### src/rtl/gref_pkg.sv
package gref_pkg;

  // Outcome of a lookup cycle
  typedef enum logic [1:0] {
    OP_IDLE = 2'd0,
    OP_HIT  = 2'd1,
    OP_FILL = 2'd2
  } gref_op_e;

endpackage

### src/rtl/gref_free_pick.sv
// Lowest-index set bit of a vector, plus an any-set flag.
module gref_free_pick #(
  parameter int N     = 8,
  parameter int IDX_W = $clog2(N)
) (
  input  logic [N-1:0]     vec,
  output logic             any,
  output logic [IDX_W-1:0] idx
);

  always_comb begin
    any = 1'b0;
    idx = '0;
    for (int i = N - 1; i >= 0; i--) begin
      if (vec[i]) begin
        any = 1'b1;
        idx = IDX_W'(i);
      end
    end
  end

endmodule

### src/rtl/gref_tag_cam.sv
// Reference tags with per-slot valid bits. Release is applied ahead of the
// lookup compare within the same cycle.
module gref_tag_cam #(
  parameter int REF_W = 64,
  parameter int N     = 8,
  parameter int IDX_W = $clog2(N)
) (
  input  logic             clk,
  input  logic             rst,
  input  logic [REF_W-1:0] look_ref,
  input  logic             rel_valid,
  input  logic [REF_W-1:0] rel_ref,
  input  logic             wr_en,
  input  logic [IDX_W-1:0] wr_idx,
  input  logic [REF_W-1:0] wr_ref,
  input  logic [IDX_W-1:0] rd_idx,
  output logic [N-1:0]     hit_vec,
  output logic [N-1:0]     valid_post,
  output logic [REF_W-1:0] rd_ref
);

  logic [REF_W-1:0] tag_q [N];
  logic [N-1:0]     valid_q;
  logic [N-1:0]     rel_hit;

  generate
    for (genvar g = 0; g < N; g++) begin : g_cmp
      assign rel_hit[g]    = rel_valid && valid_q[g] && (tag_q[g] == rel_ref);
      assign valid_post[g] = valid_q[g] && !rel_hit[g];
      assign hit_vec[g]    = valid_post[g] && (tag_q[g] == look_ref);
    end
  endgenerate

  assign rd_ref = tag_q[rd_idx];

  always_ff @(posedge clk) begin
    if (wr_en) tag_q[wr_idx] <= wr_ref;
  end

  always_ff @(posedge clk) begin
    if (rst) begin
      valid_q <= '0;
    end else begin
      valid_q <= valid_post;
      if (wr_en) valid_q[wr_idx] <= 1'b1;
    end
  end

  // no reference is ever stored in two slots
  a_r2_unique_match: assert property (@(posedge clk) disable iff (rst)
    $onehot0(hit_vec));

  // a written slot is occupied on the following cycle
  a_r3_fill_sets_valid: assert property (@(posedge clk) disable iff (rst)
    wr_en |=> valid_q[$past(wr_idx)]);

endmodule

### src/rtl/gref_age_lru.sv
// Per-slot age counters forming a permutation of 0..N-1; age 0 is newest.
module gref_age_lru #(
  parameter int N     = 8,
  parameter int IDX_W = $clog2(N)
) (
  input  logic             clk,
  input  logic             rst,
  input  logic             touch_en,
  input  logic [IDX_W-1:0] touch_idx,
  output logic [IDX_W-1:0] lru_idx
);

  localparam logic [IDX_W-1:0] OLDEST = IDX_W'(N - 1);

  logic [IDX_W-1:0] age_q [N];
  logic [N-1:0]     is_oldest;

  generate
    for (genvar g = 0; g < N; g++) begin : g_age
      assign is_oldest[g] = (age_q[g] == OLDEST);

      always_ff @(posedge clk) begin
        if (rst) begin
          age_q[g] <= IDX_W'(g);
        end else if (touch_en) begin
          if (IDX_W'(g) == touch_idx)
            age_q[g] <= '0;
          else if (age_q[g] < age_q[touch_idx])
            age_q[g] <= age_q[g] + 1'b1;
        end
      end
    end
  endgenerate

  gref_free_pick #(.N(N), .IDX_W(IDX_W)) i_oldest_pick (
    .vec (is_oldest),
    .any (),
    .idx (lru_idx)
  );

  // exactly one slot holds the oldest age at all times
  a_r7_single_oldest: assert property (@(posedge clk) disable iff (rst)
    $countones(is_oldest) == 1);

  // without a touch, the recency order is frozen
  a_r11_age_stable: assert property (@(posedge clk) disable iff (rst)
    !touch_en |=> $stable(lru_idx));

endmodule

### src/rtl/gref_assoc.sv
module gref_assoc #(
  parameter int REF_W          = 64,
  parameter int UNITS          = 2,
  parameter int SLOTS_PER_UNIT = 4
) (
  input  logic                              clk,
  input  logic                              rst,
  input  logic                              req_valid,
  input  logic [REF_W-1:0]                  req_ref,
  input  logic                              rel_valid,
  input  logic [REF_W-1:0]                  rel_ref,
  output logic                              rsp_valid,
  output logic                              rsp_hit,
  output logic [$clog2(UNITS)-1:0]          rsp_unit,
  output logic [$clog2(SLOTS_PER_UNIT)-1:0] rsp_slot,
  output logic                              wb_valid,
  output logic [REF_W-1:0]                  wb_ref
);
  import gref_pkg::*;

  localparam int N      = UNITS * SLOTS_PER_UNIT;
  localparam int UNIT_W = $clog2(UNITS);
  localparam int SLOT_W = $clog2(SLOTS_PER_UNIT);
  localparam int IDX_W  = UNIT_W + SLOT_W;

  logic [N-1:0]     hit_vec, valid_post, free_vec;
  logic             hit_any, free_any;
  logic [IDX_W-1:0] hit_idx, free_idx, lru_idx, alloc_idx, touch_idx;
  logic [REF_W-1:0] victim_ref;
  logic             evict;
  gref_op_e         op;

  assign free_vec = ~valid_post;

  gref_tag_cam #(.REF_W(REF_W), .N(N), .IDX_W(IDX_W)) i_cam (
    .clk        (clk),
    .rst        (rst),
    .look_ref   (req_ref),
    .rel_valid  (rel_valid),
    .rel_ref    (rel_ref),
    .wr_en      (op == OP_FILL),
    .wr_idx     (alloc_idx),
    .wr_ref     (req_ref),
    .rd_idx     (alloc_idx),
    .hit_vec    (hit_vec),
    .valid_post (valid_post),
    .rd_ref     (victim_ref)
  );

  gref_free_pick #(.N(N), .IDX_W(IDX_W)) i_hit_enc (
    .vec (hit_vec),
    .any (hit_any),
    .idx (hit_idx)
  );

  gref_free_pick #(.N(N), .IDX_W(IDX_W)) i_free_pick (
    .vec (free_vec),
    .any (free_any),
    .idx (free_idx)
  );

  gref_age_lru #(.N(N), .IDX_W(IDX_W)) i_lru (
    .clk       (clk),
    .rst       (rst),
    .touch_en  (op != OP_IDLE),
    .touch_idx (touch_idx),
    .lru_idx   (lru_idx)
  );

  always_comb begin
    if (!req_valid)   op = OP_IDLE;
    else if (hit_any) op = OP_HIT;
    else              op = OP_FILL;
  end

  assign alloc_idx = free_any ? free_idx : lru_idx;
  assign touch_idx = (op == OP_HIT) ? hit_idx : alloc_idx;
  assign evict     = (op == OP_FILL) && !free_any;

  always_ff @(posedge clk) begin
    if (rst) begin
      rsp_valid <= 1'b0;
      rsp_hit   <= 1'b0;
      rsp_unit  <= '0;
      rsp_slot  <= '0;
      wb_valid  <= 1'b0;
      wb_ref    <= '0;
    end else begin
      rsp_valid <= (op != OP_IDLE);
      wb_valid  <= evict;
      if (op != OP_IDLE) begin
        rsp_hit  <= (op == OP_HIT);
        rsp_unit <= touch_idx[IDX_W-1:SLOT_W];
        rsp_slot <= touch_idx[SLOT_W-1:0];
      end
      if (evict) wb_ref <= victim_ref;
    end
  end

  // a write-back only accompanies a miss response
  a_r5_wb_on_miss: assert property (@(posedge clk) disable iff (rst)
    wb_valid |-> (rsp_valid && !rsp_hit));

  // a response exists only for a lookup in the previous cycle
  a_r11_rsp_needs_req: assert property (@(posedge clk) disable iff (rst)
    rsp_valid |-> $past(req_valid));

  // a displacement happens only when no slot was free
  a_r4_evict_only_full: assert property (@(posedge clk) disable iff (rst)
    (req_valid && !hit_any && free_any) |=> !wb_valid);

endmodule

### config.mk
export PLATFORM = sky130hd
export DESIGN_NAME = gref_assoc
export DESIGN_NICKNAME = d
export VERILOG_FILES = /design/src/rtl/gref_pkg.sv /design/src/rtl/gref_free_pick.sv /design/src/rtl/gref_tag_cam.sv /design/src/rtl/gref_age_lru.sv /design/src/rtl/gref_assoc.sv
export SDC_FILE = /design/constraint.sdc
export NUM_CORES = 2
export LEC_CHECK = 0
export BUFFER_PORTS_ARGS = -buffer_cell sky130_fd_sc_hd__buf_2
export CAP_MARGIN = 10
export CORE_ASPECT_RATIO = 1.75
export CORE_MARGIN = 10
export CORE_UTILIZATION = 30
export DETAILED_ROUTE_END_ITERATION = 16
export GPL_TIMING_DRIVEN = 0
export PLACE_DENSITY = 0.44
export SKIP_CTS_REPAIR_TIMING = 1
export SYNTH_ARGS = -nofsm -noshare
export SYNTH_HDL_FRONTEND = slang
export SYNTH_SLANG_ARGS = --single-unit
### constraint.sdc
create_clock -name clk -period 10.6 [get_ports clk]
set_input_delay 2.12 -clock clk [delete_from_list [all_inputs] [get_ports clk]]
set_output_delay 2.12 -clock clk [all_outputs]
set_load 0.02 [all_outputs]
==> impl_results.md <==
- Failing checks: max-capacitance violations, max-slew violations
- Net count reported at finish: 4141
- Count leader, synth: nand2_1
- # port buffers: 138
- Headroom to the max-slew limit: -4.186%
- First-pass GRT wire length: 416800 um
- TritonCTS buffer count: 69
- Die width: 286.5 um
- Distinct cells, synth: 77
- Fin Clk Skew: 0.03754 ns
- Combinational family with the most area after synthesis: XOR/XNOR gates
- Status: finished, violations left
- Rows: 171
- Crit path largest cell delay: 0.87 ns
- Max Slew Vio Count: 4
- CTS clk-pin slew, worst paths: approximately 0.060 ns
- # setup viols final: 0
- Compound-gate portion of the synthesized area: under 10%
- Peak supply drop: 132.9 uV
- Critical Path, Cell by Cell: buf_2, buf_2, xor2_1, nor4_1, nand4_1, nor4_2, o211ai_1, nand2_1, a31oi_1, buf_4, o21ai_1, inv_1, nand2_1, and3_1, a31oi_1, a21oi_1, ha_1, and2_1, o41ai_1, o31ai_1, a221oi_1, o21ai_0, nand2b_1
- Slew @ Worst Pin: 1.549 ns
- Sequential cell area: between 15000 and 20000 um2
- Prevailing post-synth register cell: edfxtp_1
- 1st-pass router iterations: 8
- Routed WL: 339500 um
- Max_cap viols: 4
- Synth Instances: 3693
- Max FO, Critical Path: 10
- DR iter-0 viols: 5862
- Grt total ovfl: 0
- CP startpoint kind: input port
- Initial Util: 30.11%
- CP arrival: 10.95 ns
- DR vias: ~37k
- Post-synthesis mux area share: 0.9058%
- Area of the multi-input gates: 18290 um2
- Period utilization: 99.48%
- Layer with the highest usage: met2
- Layout Area Growth over Synthesis: 17.69%
- Worst Path Required: 11.01 ns
- Net Count, Synth: 3849
- Initial antenna violation count: 39
- Die Height: 486.4 um
- Max Root-Sink Buffers: 3
- Core footprint: 123900 um2
- RSZ-0062 raised after global routing: false
- Final Hold Vio Count: 0
- Largest net degree at the start of global routing: 41
- FF+latch count, synth: 614
- H-tree depth: 3
- Final GP Congestion: 1.144
- Detailed placement HPWL: ~280000 um
- Yosys warns: 0
- Setup ws final: 0.05504 ns
- Top-area cell type share of the netlist area: 43.16%
- Fin util: 35.43%
- Clock Latency Late Sink: ~0.72 ns
- Clock Tree Root: clkbuf_16
- Vias per cell: approximately 6.5
- Power Total: 6650 uW
- Leading post-synthesis cells by cell area: edfxtp_1 43%, xor2_1 12%, xnor2_1 9.1%, nand2_1 5.8%, dfxtp_1 4.2%
- WL/cell: around 59 um
- GR met1 Demand/Resource: 49.17%
- Worst Hold Class: register to register
- Asr flop ratio synth: 0%
- Post-Syn Area per Cell: 10.10 um2
- Worst Setup Path Type: input port to register
- # DRC: 0
- F_max: 94.83 MHz
- Leak pwr: 0.01563 uW
- EDFF count, synth: 536
- Mapped Area: between 30000 and 40000 um2
- Simple-Gate Fraction of Synth Area: 15.85%
- Min cycle time layout: 10.54 ns
- Post-synth top cells: 581 x nand2_1, 536 x edfxtp_1, 530 x xor2_1
- Seq/Total Area, Yosys: 47.34%
- Total GRT Usage: a little under half
- Largest area contributor in the netlist: edfxtp_1
- Post-route ant nets: 0
- GRT met3 Usage: 14.20%
- Die area: 139400 um2
- CTS tree: done
- Io pins: between 200 and 250
- Proportion of layout cells with a drive suffix above 1: a little over an eighth
- Synth Area in XOR/XNOR: 21.54%
- Adder-Cell Fraction of Synth Area: 0.8958%
- Fillers: 12.67k
- Crit-path slowest cell: nor4_2
- Crit end category: register
- Cell area power density: 151.5 nW/um2
- Place WS: -0.6676 ns
- GR Util met2: 72.54%
- Vias in the first global route: 34.58k
- TritonCTS Sinks: 614
==> final cells by class <==
class	instances	share of cell area, %
multi-input cells	2727	41.67
repair buffers	221	4.076
clock inverters	36	1.006
plain buffers	261	2.922
inverters	91	0.7953
well taps	1643	4.683
clock buffers	89	4.433
flip-flops and latches	614	40.23
diodes	32	0.1824
==> sequential cells by signal, summed over array words and instances, names as in the netlist <==
signal / count
rsp_hit: 1
i_lru.age_q: 24
rsp_unit: 1
rsp_valid: 1
rsp_slot: 2
wb_ref: 64
wb_valid: 1
i_cam.valid_q: 8
i_cam.tag_q: 512
==> final timing paths <==
| check | depth (start not counted) | end | slack (ns) | from |
|---|---|---|---|---|
| worst min register to register | 2 | rsp_unit | 0.50 | rsp_unit |
| worst min-delay path | 2 | rsp_unit | 0.50 | rsp_unit |
| worst max-delay path | 23 | i_lru.age_q[5][2] | 0.06 | req_ref[5] |
| worst max register to register | 23 | i_lru.age_q[5][2] | 1.47 | i_cam.tag_q[4][43] |
==> stage by stage <==
| stage | hold WS [ns] | instance area [um2] | setup TNS [ns] | instances |
|---|---|---|---|---|
| 2_1_floorplan | 0.4985 | 37290 | 0 | 3693 |
| 3_3_place_gp | 0.4661 | 40040 | -4242.34 | 5474 |
| 3_5_place_dp | 0.4800 | 41220 | -4.355 | 5547 |
| 4_1_cts | 0.4948 | 43610 | 0 | 5672 |
| 5_1_grt | 0.5148 | 43820 | 0 | 5683 |
| 6_report | 0.4959 | 43890 | 0 | 5714 |
==> layout by cell type (no fill, tap or decap), types with 32 or more instances in the layout <==
cell type	synthesis	routed
a211oi_1	90	90
nor4_1	175	157
dfxtp_1	78	78
inv_1	89	87
nand4_1	132	132
o22ai_1	35	35
a21oi_1	95	95
nand2b_1	62	62
xnor2_1	387	379
edfxtp_1	536	536
nor2_1	248	244
a31oi_1	57	57
buf_6	2	36
diode_2	0	32
clkbuf_16	0	73
buf_4	47	60
clkbuf_1	124	128
buf_2	83	225
a311oi_1	60	60
nand2_1	581	581
xor2_1	530	524
==> critical path, delay by kind of cell <==
family          cells  cell delay, ns
buf+inv             4            1.36
xor+xnor            1            0.24
simple gates        8            3.56
compound gates      9            3.22
fa+ha+maj           1            0.41
==> power by group <==
| part | leakage [uW] | internal [uW] | switching, uW | total, uW |
|---|---|---|---|---|
| logic | 0.00899 | 281 | 947 | 1230 |
| clock network | 0.00115 | 1470 | 1200 | 2670 |
| registers | 0.00550 | 2670 | 79.9 | 2750 |
==> layer usage <==
layer	up-vias	wire length (um)
met4	18	47580
met5	-	127
li1	13712	-
met3	1205	31540
met1	18566	111600
met2	3396	148700
==> cells by family (layout without fill, tap and decap cells) <==
kind of cell | Yosys count | after routing
mux | 32 | 32
simple gates | 1276 | 1276
buf+inv | 352 | 698
compound gates | 475 | 475
fa+ha+maj | 27 | 27
other cells | 0 | 32
flops | 614 | 614
xor+xnor | 917 | 917
(Power assumes the default switching activity.)
